### config.mk
export PLATFORM = sky130hd
export DESIGN_NAME = hold_trigger_gate
export DESIGN_NICKNAME = d
export VERILOG_FILES = /design/src/rtl/hold_pkg.sv /design/src/rtl/hold_datapath.sv /design/src/rtl/hold_control.sv /design/src/rtl/hold_trigger_gate.sv
export SDC_FILE = /design/constraint.sdc
export NUM_CORES = 1
export LEC_CHECK = 0
export ABC_AREA = 1
export CAP_MARGIN = 0
export CORE_AREA = 2 2 56 58
export CTS_BUF_LIST = sky130_fd_sc_hd__clkbuf_2
export DETAILED_ROUTE_END_ITERATION = 8
export DIE_AREA = 0 0 58 60
export PLACE_DENSITY = 0.76
export SLEW_MARGIN = 30
export SYNTH_ARGS = -nofsm -noshare
export SYNTH_HDL_FRONTEND = slang
export SYNTH_SLANG_ARGS = --single-unit
### constraint.sdc
create_clock -name clk -period 3.6 [get_ports clk]
set_input_delay 0.54 -clock clk [delete_from_list [all_inputs] [get_ports clk]]
set_output_delay 0.54 -clock clk [all_outputs]
set_load 0.05 [all_outputs]
### src/rtl/hold_pkg.sv
package hold_pkg;
  typedef struct packed {
    logic load;
    logic dec;
    logic clear;
  } holdCmd_t;
endpackage

### src/rtl/hold_datapath.sv
module hold_datapath
  import hold_pkg::*;
#(
  parameter int CNT_W = 16
) (
  input  logic             clk,
  input  logic             rstN,
  input  logic             trigRaw,
  input  holdCmd_t         cmd,
  input  logic [CNT_W-1:0] loadVal,
  output logic             rise,
  output logic             cntZero
);
  localparam logic [CNT_W-1:0] CNT_ONE = CNT_W'(1);

  logic             trigPrev;
  logic [CNT_W-1:0] holdCnt;

  always_ff @(posedge clk) begin
    if (!rstN) trigPrev <= 1'b0;
    else       trigPrev <= trigRaw;
  end

  assign rise = trigRaw & ~trigPrev;

  always_ff @(posedge clk) begin
    if (!rstN)          holdCnt <= '0;
    else if (cmd.clear) holdCnt <= '0;
    else if (cmd.load)  holdCnt <= loadVal;
    else if (cmd.dec)   holdCnt <= holdCnt - CNT_ONE;
  end

  assign cntZero = (holdCnt == '0);


  dec_nonzero_chk: assert property (@(posedge clk) disable iff (!rstN)
    cmd.dec |-> !cntZero);


  clear_empties_chk: assert property (@(posedge clk) disable iff (!rstN)
    cmd.clear |=> cntZero);
endmodule

### src/rtl/hold_control.sv
module hold_control
  import hold_pkg::*;
(
  input  logic     clk,
  input  logic     rstN,
  input  logic     enable,
  input  logic     modeTime,
  input  logic     tick,
  input  logic     rise,
  input  logic     cntZero,
  output holdCmd_t cmd,
  output logic     trigOut
);
  logic pass;
  logic stepEvt;

  assign pass    = enable & rise & cntZero;
  assign stepEvt = modeTime ? tick : rise;

  always_comb begin
    cmd       = '0;
    cmd.clear = ~enable;
    cmd.load  = pass;
    cmd.dec   = enable & ~cntZero & stepEvt;
  end

  always_ff @(posedge clk) begin
    if (!rstN) trigOut <= 1'b0;
    else       trigOut <= pass;
  end


  single_pulse_chk: assert property (@(posedge clk) disable iff (!rstN)
    trigOut |=> !trigOut);


  disabled_quiet_chk: assert property (@(posedge clk) disable iff (!rstN)
    !enable |=> !trigOut);
endmodule

### src/rtl/hold_trigger_gate.sv
module hold_trigger_gate
  import hold_pkg::*;
#(
  parameter int CNT_W = 16
) (
  input  logic             clk,
  input  logic             rstN,
  input  logic             trigRaw,
  input  logic             modeTime,
  input  logic [CNT_W-1:0] holdVal,
  input  logic             enable,
  input  logic             tick,
  output logic             trigOut,
  output logic             holdActive
);
  holdCmd_t cmd;
  logic     rise;
  logic     cntZero;

  hold_datapath #(.CNT_W(CNT_W)) i_dp (
    .clk     (clk),
    .rstN    (rstN),
    .trigRaw (trigRaw),
    .cmd     (cmd),
    .loadVal (holdVal),
    .rise    (rise),
    .cntZero (cntZero)
  );

  hold_control i_ctl (
    .clk      (clk),
    .rstN     (rstN),
    .enable   (enable),
    .modeTime (modeTime),
    .tick     (tick),
    .rise     (rise),
    .cntZero  (cntZero),
    .cmd      (cmd),
    .trigOut  (trigOut)
  );

  assign holdActive = ~cntZero;


  pass_arms_chk: assert property (@(posedge clk) disable iff (!rstN)
    trigOut |-> (holdActive == ($past(holdVal) != '0)));


  disabled_idle_chk: assert property (@(posedge clk) disable iff (!rstN)
    !enable |=> !holdActive);


  time_ends_on_tick_chk: assert property (@(posedge clk) disable iff (!rstN)
    ($fell(holdActive) && $past(enable) && $past(modeTime)) |-> $past(tick));
endmodule

## Yosys cells after proc, flatten, opt, wreduce, memory -nomap -nowiden

Index checks and enable logic that the tools add are counted.

| cells by class | value |
|---|---|
| $add $sub $neg | 1 |
| mux-type cells | 3 |
| bitwise operators | 7 |
| reductions and logical operators | 3 |

Operators by type and width:

| cell | number |
|---|---|
| $mux 16 | 2 |
| $logic_not 16->1 | 1 |
| $sub 16x1->16 const B | 1 |
| $and 1x1->1 | 5 |
| $not 1->1 | 2 |
| $reduce_and 2->1 | 1 |
| $reduce_bool 2->1 | 1 |
| $mux 1 | 1 |

| word-level totals | value |
|---|---|
| bits in registers | 18 |
| input port bits | 22 |
| output and inout bits | 2 |
| word-level logic and storage cells | 17 |

## Depth between registers and ports, before layout

| depth | value |
|---|---|
| depth after elaboration | 6 |
| depth in mapped cells | 11 |
| depth with buffers taken out | 10 |

## By module

A second synthesis with hierarchy kept.

| second synthesis, totals | value |
|---|---|
| cell total of the unflattened synthesis | 195 |
| area, all modules | 1,273.7 µm² |

By module, submodules not included:

| module | instances | cells an instance | area each (µm²) | sequential area each (µm²) |
|---|---|---|---|---|
| hold_datapath | 1 | 181 | 1,193.6 | 340.3 |
| hold_control | 1 | 13 | 76.3 | 20.0 |
| hold_trigger_gate | 1 | 1 | 3.8 | 0.0 |

## Worst setup path after synthesis

Ideal clock, no wire load.

| timing path | value |
|---|---|
| path kind | register to output |
| start | register i_dp.holdCnt[0] |
| end | output holdActive |
| arrival | 1.142 ns |
| required time | 3.060 ns |
| path slack | 1.918 ns |
| stages on the path, launching flop included | 8 |
| path buffers | 0 |
| path through | dfxtp_1 inv_1 ha_1 inv_1 nor2_1 nand2_1 nor2_1 nand2_1 |

| on the way | value |
|---|---|
| longest elaborated chain between the ends | 2 |

Ends and longest elaborated chain:

| what | line | source |
|---|---|---|
| start, declared | hold_datapath.sv:17 | `logic [CNT_W-1:0] holdCnt;` |
| start signal, assigned | hold_datapath.sv:29 | `else if (cmd.load) holdCnt <= loadVal;` |
| start signal, assigned | hold_datapath.sv:30 | `else if (cmd.dec) holdCnt <= holdCnt - CNT_ONE;` |
| $logic_not 16->1 | hold_datapath.sv:33 | `assign cntZero = (holdCnt == '0);` |
| $not 1->1 | hold_trigger_gate.sv:42 | `assign holdActive = ~cntZero;` |
| end, declared | hold_trigger_gate.sv:14 | `output logic holdActive` |

No other way between the ends.

## Worst setup path in the final report

| timing path | value |
|---|---|
| start | register i_dp.holdCnt[7] |
| end | output holdActive |

The elaborated chain is that of the path after synthesis.

==> impl_metrics.ini <==
[setup_path]
cp.required_ps = 3060
slowest_stage = clkdlybuf4s50_1
critPathMaxFanout = 5
cp.arrival_ps = 2160
worstPathCellList = nor2_1 > nand2_1 > inv_1 > nand2_1 > nor2_1 > nand2_1 > clkdlybuf4s50_1
cp-start-kind = flop
critPathKind = reg -> out
r2r_slack_ps = 1660
crit_top_cell = nand2_1
crit_path_end_kind = output pin
slowest_delay_ps = 710

[floorplan]
ioPinCount = 24
start_util = 0.516
std_cell_rows = 20
dieArea_mm2 = 0.00348
core_area_mm2 = 0.00290
die_y_um = 60
die_w_um = 58

[finish]
utilization = 0.593
area_growth_syn_to_layout_pct = 14.8
final_common_cell = nand2_1
finalInstanceArea_mm2 = 0.00172
fillers = 318
layout-drive-gt1-share = 0.0739
final_cells = 317
antenna_cells = 0
final_nets = 310
final_cell_mix = 93 x nand2_1, 50 x nor2_1, 32 x inv_1, 28 x nand3_1, 23 x clkdlybuf4s50_1

[synth]
synthCells = 265
syn_nets = 289
synthArstFlopShare = 0
synth_warnings = 0
synth-seq-cells = 18
synth_edf_count = 0
synth_cell_types = 20
synth_area_per_cell_um2 = 5.66
yosysSeqAreaShare = 0.240
synth_top_area_frac = 0.240
synth_area_leaders = dfxtp_1 24%, nand2_1 23%, nor2_1 13%
synth_top_area_cell = dfxtp_1
syn-cell-area_mm2 = 0.00150
synth-main-ff-cell = dfxtp_1

[timing]
worst_slew_pin_slew_ps = 494
setup_violations = 0
finalCritPeriodShare = 0.749
setup_tns_ps = 0
period_needed_ps = 2700
fin_worst_skew_ps = 2.52
maxSlewViolCount = 0
hold_viol = 0
rsz0062_at_grt = no
clock.fmax_mhz = 371
max_slew_margin = 0.670

[grt]
grt_overflow = 0
grt_max_degree = 32
grtUsageTotal = 0.224
grt_pass1_vias = 1410
grt_first_pass_wirelength_mm = 5.99
antenna_found_initial = 0

[cts]
cts_resized = 0
cts_tree = done
postCtsSetupRepairBufs = 0
cts_hold_buf = 0
cts_made_buffers = 3
worstSkewPairLatency_ps = 310
cts.htree.levels = 1
cts.sink_count = 18
clk_pin_slew_ps = 180
clock_path_buffers = 2
cts_root_buffer = clkbuf_2

[pwr]
p_leak_nw = 0.946
switching_share = 0.549
p_per_area_mw_per_mm2 = 762
p_switching_uw = 720
p_int_uw = 591
p_seq_frac = 0.204
clkPwrFrac = 0.069
ir_worst_vdd_uv = 653
combinationalPowerShare = 0.727

[drt]
drt-pass1-iter-count = 4
drt-total-wl_mm = 3.45
drtIter0Drc = 55
ant_nets = 0
drc = 0
via_per_inst = 4.96
wire_per_inst_um = 10.9
vias = 1573

[min_path]
min_path_type = reg -> reg

[place]
dp.cells = 314
post_dp_cell_area_mm2 = 0.00171
io_buffers = 23
routabilityCongestion = 0.825
dp_hpwl_mm = 2.54

[outcome]
outcome = finished clean

[run]
cap_violations = 0
[layer usage]
layer  vias to the layer above  GRT usage  routed length (um)
met1                       676      0.276                1650
met5                         -          0                   0
li1                        850          -                   -
met3                         7     0.0260                 141
met4                         0     0.0764                  54
met2                        40      0.404                1600
[worst max-delay path: cells and delay by family (launching register included)]
kind / cells / cell delay [ps]
DFF: 1 / 380
and+or+nand+nor: 5 / 670
buffers and inverters: 2 / 780
[synthesized netlist by cell type (3+ instances only)]
| library cell | number |
|---|---|
| a21oi_1 | 4 |
| buf_6 | 4 |
| dfxtp_1 | 18 |
| inv_1 | 32 |
| nand2_1 | 93 |
| nand2_2 | 3 |
| nand3_1 | 28 |
| nand4_1 | 4 |
| nor2_1 | 50 |
| nor2_2 | 7 |
| o21ai_0 | 5 |
| xor2_1 | 3 |
[flip-flops by register name (all words and copies together) (netlist names)]
register / flops
i_ctl.trigOut: 1
i_dp.holdCnt: 16
i_dp.trigPrev: 1
[final cells by class]
class                      count  area [um^2]  share of cell area
sequential                    18          360               0.209
inverter                      34          128              0.0742
multi-input combinational    206          946               0.550
timing repair buffer          23          230               0.134
tap                           33         41.3              0.0240
clock buffer                   3         15.0             0.00873
[metrics by stage]
step | setup WS [ps] | power [mW] | hold slack (ps)
after floorplan | 1920 | 1.06 | 471
after global placement | 1270 | 1.21 | 505
after detailed placement | 1190 | 1.22 | 507
after CTS | 913 | 1.31 | 531
after global routing | 740 | 1.48 | 589
final | 904 | 1.31 | 534
[cells by family after synthesis]
family                   after synthesis  share of synthesized area
flip-flops                            18                      0.240
XOR/XNOR                               3                     0.0175
AND/OR/NAND/NOR                      192                      0.567
buffers and inverters                 41                      0.129
adder cells (fa/ha/maj)                2                     0.0167
AO/OA/AOI/OAI                          9                     0.0300
[power groups by stage]
stage          Clock [mW]  Combinational (mW)  Sequential, mW
5_1_grt             0.105                1.10           0.272
4_1_cts            0.0932               0.955           0.267
3_3_place_gp            0               0.938           0.271
3_5_place_dp            0               0.948           0.271
2_1_floorplan           0               0.790           0.267
6_report           0.0909               0.953           0.267
[worst paths after layout]
kind / end / cells past startpoint / startpoint
worst max-delay path: holdActive / 7 / i_dp.holdCnt[7]
worst min-delay path: i_dp.holdCnt[1] / 2 / i_dp.holdCnt[1]
worst max register to register: i_dp.holdCnt[15] / 10 / i_dp.holdCnt[0]
worst min register to register: i_dp.holdCnt[1] / 2 / i_dp.holdCnt[1]
No activity file was read; power rests on OpenSTA's default activity.
